File: src/rtl/sdt_pkg.sv
package sdt_pkg;

    localparam int NUM_BANKS = 2;
    localparam int LAT_LO    = 2;
    localparam int LAT_HI    = 3;

    typedef enum logic [2:0] {
        CMD_NOP,
        CMD_ACT,
        CMD_RD,
        CMD_WR,
        CMD_PRE,
        CMD_REF,
        CMD_MODE
    } cmd_e;

    typedef struct packed {
        logic [1:0] len_code;   // beats = 1 << len_code
        logic       lat3;       // 1: three-cycle read latency
    } mode_t;

    function automatic cmd_e decode_pins(input logic cs_n, input logic ras_n,
                                         input logic cas_n, input logic we_n);
        cmd_e c;
        c = CMD_NOP;
        if (!cs_n) begin
            case ({ras_n, cas_n, we_n})
                3'b011:  c = CMD_ACT;
                3'b101:  c = CMD_RD;
                3'b100:  c = CMD_WR;
                3'b010:  c = CMD_PRE;
                3'b001:  c = CMD_REF;
                3'b000:  c = CMD_MODE;
                default: c = CMD_NOP;
            endcase
        end
        return c;
    endfunction

    function automatic logic [3:0] beats_of(input logic [1:0] code);
        return 4'd1 << code;
    endfunction

endpackage

File: src/rtl/sdt_bank_ctrl.sv
module sdt_bank_ctrl
    import sdt_pkg::*;
#(
    parameter int ROW_BITS = 2
) (
    input  logic                               clk,
    input  logic                               rst,
    input  logic                               en,
    input  cmd_e                               cmd,
    input  logic                               bank,
    input  logic                               all_banks,
    input  logic [ROW_BITS-1:0]                row_in,
    input  logic [2:0]                         mode_bits,
    output logic [NUM_BANKS-1:0]               open_q,
    output logic [NUM_BANKS-1:0][ROW_BITS-1:0] row_q,
    output mode_t                              mode_q,
    output logic                               acc_ok,
    output logic [NUM_BANKS-1:0]               pre_mask,
    output logic                               ref_ptr,
    output logic                               err_q
);

    logic mode_ok;
    logic is_acc;
    logic any_open;
    logic bad;

    always_comb begin
        is_acc   = (cmd == CMD_RD) || (cmd == CMD_WR);
        any_open = |open_q;
        acc_ok   = is_acc && mode_ok && open_q[bank];
        bad      = (is_acc && !acc_ok)
                 || ((cmd == CMD_ACT) && open_q[bank])
                 || (((cmd == CMD_REF) || (cmd == CMD_MODE)) && any_open);
    end

    generate
        for (genvar b = 0; b < NUM_BANKS; b++) begin : g_bank
            assign pre_mask[b] = (cmd == CMD_PRE) && (all_banks || (int'(bank) == b));

            always_ff @(posedge clk) begin
                if (rst) begin
                    open_q[b] <= 1'b0;
                    row_q[b]  <= '0;
                end else if (en) begin
                    if ((cmd == CMD_ACT) && (int'(bank) == b) && !open_q[b]) begin
                        open_q[b] <= 1'b1;
                        row_q[b]  <= row_in;
                    end else if (pre_mask[b]) begin
                        open_q[b] <= 1'b0;
                    end
                end
            end
        end
    endgenerate

    always_ff @(posedge clk) begin
        if (rst) begin
            mode_q  <= '0;
            mode_ok <= 1'b0;
            ref_ptr <= 1'b0;
            err_q   <= 1'b0;
        end else if (en) begin
            err_q <= bad;
            if ((cmd == CMD_MODE) && !any_open) begin
                mode_q.len_code <= mode_bits[1:0];
                mode_q.lat3     <= mode_bits[2];
                mode_ok         <= 1'b1;
            end
            if ((cmd == CMD_REF) && !any_open)
                ref_ptr <= ~ref_ptr;
        end
    end

endmodule

File: src/rtl/sdt_burst.sv
module sdt_burst
    import sdt_pkg::*;
#(
    parameter int ROW_BITS = 2,
    parameter int COL_BITS = 3,
    localparam int AW      = 1 + ROW_BITS + COL_BITS
) (
    input  logic                 clk,
    input  logic                 rst,
    input  logic                 en,
    input  logic                 start,
    input  logic                 start_wr,
    input  logic                 bank,
    input  logic [ROW_BITS-1:0]  row,
    input  logic [COL_BITS-1:0]  col,
    input  logic [3:0]           len,
    input  logic [NUM_BANKS-1:0] stop_mask,
    output logic                 beat_valid,
    output logic                 beat_wr,
    output logic [AW-1:0]        beat_addr
);

    logic                act_q;
    logic                wr_q;
    logic                bank_q;
    logic [ROW_BITS-1:0] row_q;
    logic [COL_BITS-1:0] col_q;
    logic [3:0]          left_q;   // beats still to issue
    logic                run;

    always_comb begin
        run = act_q && !stop_mask[bank_q];
        if (start) begin
            beat_valid = 1'b1;
            beat_wr    = start_wr;
            beat_addr  = {bank, row, col};
        end else begin
            beat_valid = run;
            beat_wr    = run && wr_q;
            beat_addr  = {bank_q, row_q, col_q};
        end
    end

    always_ff @(posedge clk) begin
        if (rst) begin
            act_q  <= 1'b0;
            wr_q   <= 1'b0;
            bank_q <= 1'b0;
            row_q  <= '0;
            col_q  <= '0;
            left_q <= '0;
        end else if (en) begin
            if (start) begin
                act_q  <= (len != 4'd1);
                wr_q   <= start_wr;
                bank_q <= bank;
                row_q  <= row;
                col_q  <= col + COL_BITS'(1);
                left_q <= len - 4'd1;
            end else if (run) begin
                act_q  <= (left_q > 4'd1);
                col_q  <= col_q + COL_BITS'(1);
                left_q <= left_q - 4'd1;
            end else begin
                act_q  <= 1'b0;
            end
        end
    end

endmodule

File: src/rtl/sdt_store.sv
module sdt_store #(
    parameter int DATA_W = 16,
    parameter int AW     = 6,
    localparam int BYTES = DATA_W / 8,
    localparam int DEPTH = 1 << AW
) (
    input  logic              clk,
    input  logic              en,
    input  logic              we,
    input  logic [AW-1:0]     addr,
    input  logic [BYTES-1:0]  wmask,
    input  logic [DATA_W-1:0] wdata,
    output logic [DATA_W-1:0] rdata
);

    logic [DATA_W-1:0] mem [DEPTH];

    always_ff @(posedge clk) begin
        if (en && we) begin
            for (int b = 0; b < BYTES; b++) begin
                if (!wmask[b])
                    mem[addr][b*8 +: 8] <= wdata[b*8 +: 8];
            end
        end
    end

    assign rdata = mem[addr];

endmodule

File: src/rtl/sdt_rd_pipe.sv
module sdt_rd_pipe
    import sdt_pkg::*;
#(
    parameter int DATA_W  = 16,
    localparam int BYTES  = DATA_W / 8,
    localparam int STAGES = LAT_HI + 1
) (
    input  logic              clk,
    input  logic              rst,
    input  logic              en,
    input  logic              lat3,
    input  logic              in_valid,
    input  logic [BYTES-1:0]  in_mask,
    input  logic [DATA_W-1:0] in_data,
    output logic [DATA_W-1:0] dq_out,
    output logic [BYTES-1:0]  dq_oe
);

    logic [STAGES-1:0]             v_q;
    logic [STAGES-1:0][BYTES-1:0]  m_q;
    logic [STAGES-1:0][DATA_W-1:0] d_q;
    int                            sel;

    always_ff @(posedge clk) begin
        if (rst) begin
            v_q <= '0;
            m_q <= '0;
            d_q <= '0;
        end else if (en) begin
            v_q <= {v_q[STAGES-2:0], in_valid};
            m_q <= {m_q[STAGES-2:0], in_mask};
            d_q <= {d_q[STAGES-2:0], in_data};
        end
    end

    always_comb begin
        sel = lat3 ? LAT_HI : LAT_LO;
        for (int b = 0; b < BYTES; b++) begin
            dq_oe[b]          = v_q[sel] && !m_q[sel][b];
            dq_out[b*8 +: 8]  = dq_oe[b] ? d_q[sel][b*8 +: 8] : 8'h00;
        end
    end

endmodule

File: src/rtl/sdram_bank_tracker.sv
module sdram_bank_tracker
    import sdt_pkg::*;
#(
    parameter int DATA_W   = 16,
    parameter int ADDR_W   = 12,
    parameter int ROW_BITS = 2,
    parameter int COL_BITS = 3,
    localparam int BYTES    = DATA_W / 8,
    localparam int BANK_BIT = ADDR_W - 1,
    localparam int ALL_BIT  = ADDR_W - 2,
    localparam int AW       = 1 + ROW_BITS + COL_BITS
) (
    input  logic              clk,
    input  logic              rst,
    input  logic              cke,
    input  logic              cs_n,
    input  logic              ras_n,
    input  logic              cas_n,
    input  logic              we_n,
    input  logic [BYTES-1:0]  dqm,
    input  logic [ADDR_W-1:0] addr,
    input  logic [DATA_W-1:0] dq_in,
    output logic [DATA_W-1:0] dq_out,
    output logic [BYTES-1:0]  dq_oe,
    output logic              err,
    output logic              ref_next
);

    cmd_e                               cmd;
    logic                               bank;
    logic [NUM_BANKS-1:0]               open_q;
    logic [NUM_BANKS-1:0][ROW_BITS-1:0] row_q;
    mode_t                              mode_q;
    logic                               acc_ok;
    logic [NUM_BANKS-1:0]               pre_mask;
    logic                               beat_valid;
    logic                               beat_wr;
    logic [AW-1:0]                      beat_addr;
    logic [DATA_W-1:0]                  rdata;

    assign cmd  = decode_pins(cs_n, ras_n, cas_n, we_n);
    assign bank = addr[BANK_BIT];

    sdt_bank_ctrl #(.ROW_BITS(ROW_BITS)) u_banks (
        .clk       (clk),
        .rst       (rst),
        .en        (cke),
        .cmd       (cmd),
        .bank      (bank),
        .all_banks (addr[ALL_BIT]),
        .row_in    (addr[ROW_BITS-1:0]),
        .mode_bits (addr[2:0]),
        .open_q    (open_q),
        .row_q     (row_q),
        .mode_q    (mode_q),
        .acc_ok    (acc_ok),
        .pre_mask  (pre_mask),
        .ref_ptr   (ref_next),
        .err_q     (err)
    );

    sdt_burst #(.ROW_BITS(ROW_BITS), .COL_BITS(COL_BITS)) u_burst (
        .clk        (clk),
        .rst        (rst),
        .en         (cke),
        .start      (acc_ok),
        .start_wr   (cmd == CMD_WR),
        .bank       (bank),
        .row        (row_q[bank]),
        .col        (addr[COL_BITS-1:0]),
        .len        (beats_of(mode_q.len_code)),
        .stop_mask  (pre_mask),
        .beat_valid (beat_valid),
        .beat_wr    (beat_wr),
        .beat_addr  (beat_addr)
    );

    sdt_store #(.DATA_W(DATA_W), .AW(AW)) u_store (
        .clk   (clk),
        .en    (cke),
        .we    (beat_valid && beat_wr),
        .addr  (beat_addr),
        .wmask (dqm),
        .wdata (dq_in),
        .rdata (rdata)
    );

    sdt_rd_pipe #(.DATA_W(DATA_W)) u_pipe (
        .clk      (clk),
        .rst      (rst),
        .en       (cke),
        .lat3     (mode_q.lat3),
        .in_valid (beat_valid && !beat_wr),
        .in_mask  (dqm),
        .in_data  (rdata),
        .dq_out   (dq_out),
        .dq_oe    (dq_oe)
    );

endmodule

File: config.mk
export PLATFORM = sky130hd
export DESIGN_NAME = sdram_bank_tracker
export DESIGN_NICKNAME = d
export VERILOG_FILES = /design/src/rtl/sdt_pkg.sv /design/src/rtl/sdt_bank_ctrl.sv /design/src/rtl/sdt_burst.sv /design/src/rtl/sdt_store.sv /design/src/rtl/sdt_rd_pipe.sv /design/src/rtl/sdram_bank_tracker.sv
export SDC_FILE = /design/constraint.sdc
export NUM_CORES = 1
export LEC_CHECK = 0
export BUFFER_PORTS_ARGS = -buffer_cell sky130_fd_sc_hd__buf_2
export CAP_MARGIN = 0
export CORE_MARGIN = 1.5
export CORE_UTILIZATION = 35
export DETAILED_ROUTE_END_ITERATION = 8
export PLACE_DENSITY = 0.47
export SETUP_SLACK_MARGIN = 0.1
export SYNTH_ARGS = -nofsm -noshare
export SYNTH_HDL_FRONTEND = slang
export SYNTH_SLANG_ARGS = --single-unit
File: constraint.sdc
create_clock -name clk -period 4.5 [get_ports clk]
set_input_delay 0.225 -clock clk [delete_from_list [all_inputs] [get_ports clk]]
set_output_delay 0.225 -clock clk [all_outputs]
set_load 0.02 [all_outputs]
==> results.txt <==
----------------------------------------------------
[Die]
  Number of primary I/O pins ... 57
  Core region area ... 124000 sq um
  Die outline width ... 357 um
  Row count ... 129
  Total die area ... 127000 sq um
  Overall die height ... 357 um
  Starting density of the core ... 0.353

[Worst setup path]
  Element type at the critical path end ... register
  Critical path buffers and inverters ... 1
  Largest incremental delay on the critical path ... 0.94 ns
  CP max FO ... 29
  Required @ worst endpoint ... 5.03 ns
  Dominant delay contributor by cell family on the critical path ... multiplexers
  Critical path, cell by cell ... mux2_4 > nand3_4 > mux2_2 > a21oi_1 > a2111oi_0 > buf_4 > o22a_1 > a311oi_1
  Startpoint types ... register
  Crit Path Class ... reg -> reg
  Arrival time at the worst endpoint ... 4.40 ns
  Standard cell with the maximum stage delay on the critical path ... mux2_2

[Timing]
  Final Hold Violating Endpoints ... 0
  Final critical-path share of the clock period ... 0.861
  Worst slew margin relative to its limit ... 0.154
  Max Clock Freq ... 0.258 GHz
  Unrepaired setup endpoints after global routing ... no
  Period minus WS final ... 3.87 ns
  Setup total negative slack ... 0 ns
  Smallest setup slack after layout ... 0.626 ns
  Max-slew violations ... 0
  Worst slew pin tran ... 1.27 ns
  Setup Skew ... 0.0257 ns
  Setup-failing EPs final ... 0

[Route]
  Detailed Routing Iterations Pass 1 ... 7
  Highest metal layer with signal wires ... met5
  Number of nets still failing antenna checks after routing ... 0
  WL final ... 129000 um
  Post-route DRC violation count ... 10
  Drt first-iter violations ... 2691
  WL met1 ... 57000 um
  Total number of vias ... 26758
  Number of vias per cell after detailed routing ... 5.58
  Detail-routed net length per standard cell ... 26.9 um
  Met3 wire length ... 7350 um
  Total length of routed met2 wires ... 61900 um

[Logic synthesis]
  Syn nets ... 2900
  Gate Count Post-Synth ... 2860
  Area of the mapped netlist ... 43700 sq um
  Average size of a mapped cell ... 15.3 sq um
  Number of enable flip-flop cells after synthesis ... 1024
  YS warnings ... 0
  Primary FF master, synth ... edfxtp_1
  Register area share after synthesis ... 0.749
  Number of flip-flops and latches in the synthesized netlist ... 1124
  Top cell type by total area after synthesis ... edfxtp_1
  Fraction of registers with async set or reset after synthesis ... 0
  Number of distinct library cell variants in the gate-level netlist after synthesis ... 78
  Area share of the largest cell type after synthesis ... 0.703
  Biggest area contributors in the synthesized netlist ... edfxtp_1 70%, a22oi_1 5.1%, dfxtp_1 4.6%

[Final layout]
  Fill cell total of the finished layout ... 11145
  Ratio of cells with drive above 1 in the final layout ... 0.163
  Leading cell type in the layout, fill and taps excluded ... edfxtp_1
  Cell Count, Final, Fillers Out ... 4795
  NumNets Final ... 3099
  Util after Layout ... 0.411
  Most frequent cells in the layout ... 1024 x edfxtp_1, 299 x a22oi_1, 239 x nor2_1, 211 x buf_4, 163 x o21ai_0
  Signed area change from the synthesized netlist to the final layout ... 16.4%

[Power]
  Peak supply drop ... 0.000337 V
  Share of power burned in the clock network ... 0.441
  Share of total power in combinational logic ... 0.026
  P_int ... 17.0 mW
  Switch Pwr ... 4.44 mW
  Total power density per cell area ... 422 nW/um^2
  Sequential power share ... 0.533
  Leakage component of the power ... 16.4 nW
  Net Sw Frac ... 0.207

[Placement]
  Pre-CTS setup slack ... 0.559 ns
  Global placer's final weighted congestion ... 0.842
  Number of placed cells counting well taps ... 4565
  Number of port buffers ... 49
  Half-perimeter wire length after placement ... 80000 um

[Global route]
  Aggregate global-route resource usage ... 0.201
  Maximum number of pins on one net before global-route repair ... 104
  Initial antenna violation count ... 3
  Via count of the first global-routing pass ... 26549
  Total gr overflow ... 0
  Global-route wire length before repair ... 186000 um

[Clock tree]
  Deepest clock path buffer count ... 3
  Later-pin clock latency in the skew report ... 0.72 ns
  Deepest level of the CTS H-tree ... 3
  Number of cells upsized or downsized after cts ... 0
  Total clock buffers created by CTS ... 117
  Register clock-pin slew on the reported worst setup and hold paths ... 0.06 ns
  Clock tree from TritonCTS ... built
  Number of sinks handled by clock tree synthesis ... 1124
  Root Buffer ... clkbuf_16

[Run status]
  Outcome ... complete, but fails checks
  Violations in the final reports ... DRC

[Run]
  Max-capacitance violation count ... 0

[Min path]
  HP Class ... in -> reg

----------------------------------------------------
==> worst paths after layout <==
kind	startpoint	to	slack [ns]	cells after the start
max	u_banks.open_q[0]$_SDFFE_PP0P_	u_pipe.d_q[15]$_SDFFE_PP0P_	0.63	8
min	cas_n	u_banks.err_q$_SDFFE_PP0P_	0.05	4
max reg2reg	u_banks.open_q[0]$_SDFFE_PP0P_	u_pipe.d_q[15]$_SDFFE_PP0P_	0.63	8
min reg2reg	u_pipe.v_q[0]$_SDFFE_PP0P_	u_pipe.v_q[0]$_SDFFE_PP0P_	0.47	2
==> routing by layer <==
| layer | track usage | vias up |
|---|---|---|
| met5 | 0 | - |
| li1 | - | 11880 |
| met3 | 0.0269 | 157 |
| met1 | 0.279 | 13840 |
| met2 | 0.330 | 879 |
| met4 | 0.0543 | 2 |
==> timing repair <==
item / in CTS / in global routing
setup endpoints to repair: 0 / 0
setup buffers: 0 / 0
hold endpoints to repair: 38 / 0
hold buffers: 12 / 0
==> worst register-to-register path, cell delays in order, from the launching register on <==
cell and delay (ns):
dfxtp_1 0.50, mux2_4 0.40, nand3_4 0.34, mux2_2 0.95, a21oi_1 0.17, a2111oi_0 0.84
buf_4 0.24, o22a_1 0.18, a311oi_1 0.10
==> kinds of logic after synthesis <==
kind of cell	after synthesis	synth area share
DFF	1124	0.749
AOI/OAI and AO/OA	861	0.138
and+or+nand+nor	496	0.0540
buffers and inverters	236	0.0253
muxes	138	0.0327
adders and majority gates	3	0.000858
xor gates and xnor gates	2	0.000401
==> cells in the mapped netlist (4+ instances only) <==
library cell,number
a311oi_2,4
buf_1,10
a2bb2oi_1,14
or2_1,6
and3_1,24
a21oi_1,123
o31ai_1,10
o211ai_1,5
clkbuf_1,94
a31oi_1,20
nand2b_1,8
mux2_2,20
mux2i_1,113
buf_2,76
a21boi_0,14
nor2_1,246
nand3_1,112
o2111a_1,6
a311oi_1,7
o41ai_1,10
nor3_1,10
o41a_1,5
a22o_1,22
or4_1,6
inv_1,29
o2111ai_1,26
a2111oi_0,21
edfxtp_1,1024
a211oi_1,4
o21ai_0,163
dfxtp_1,100
nand4_1,5
nor4_1,12
buf_4,18
o21a_1,8
o21ai_1,6
o21bai_1,19
nand3b_1,4
a41oi_1,57
a22oi_1,299
nand2_1,40
buf_6,8
==> area by class of cell <==
cell class	count	area (sq um)	share of cell area
flip-flops and latches	1124	32800	0.643
multi-input cells	1500	9970	0.196
clock buffers	143	3150	0.0619
repair buffers	286	2260	0.0444
well taps	1637	2050	0.0402
clock inverters	73	609	0.0120
inverters	30	113	0.00221
diodes	2	5.00	0.0000983
==> power by group through the flow <==
stage	registers (mW)	logic, mW	clock network (mW)
global route	11.4	0.601	10.1
finish	11.4	0.557	9.48
CTS	11.4	0.564	9.65
floorplan	11.6	0.244	0
detailed placement	11.7	0.556	0
global placement	11.7	0.543	0
==> registers in the layout, summed over array words and instances, names as in the netlist <==
register         count
u_burst.bank_q       1
u_pipe.d_q          64
u_store.mem       1024
u_banks.mode_ok      1
u_burst.act_q        1
u_banks.err_q        1
u_banks.row_q        4
u_banks.ref_ptr      1
u_burst.col_q        3
u_banks.mode_q       3
u_burst.row_q        2
u_pipe.m_q           8
u_banks.open_q       2
u_burst.wr_q         1
u_burst.left_q       4
u_pipe.v_q           4
==> per-stage QoR <==
stage                     total power, mW  instance area (sq um)  hold WS (ns)
final                                21.5                  50900        0.0474
after floorplan                      11.9                  43700         0.324
after global routing                 22.1                  50900        0.0650
after global placement               12.2                  47000         0.458
after CTS                            21.6                  50900        0.0185
after detailed placement             12.2                  47000         0.467
Power figures use the tool's default switching activity.
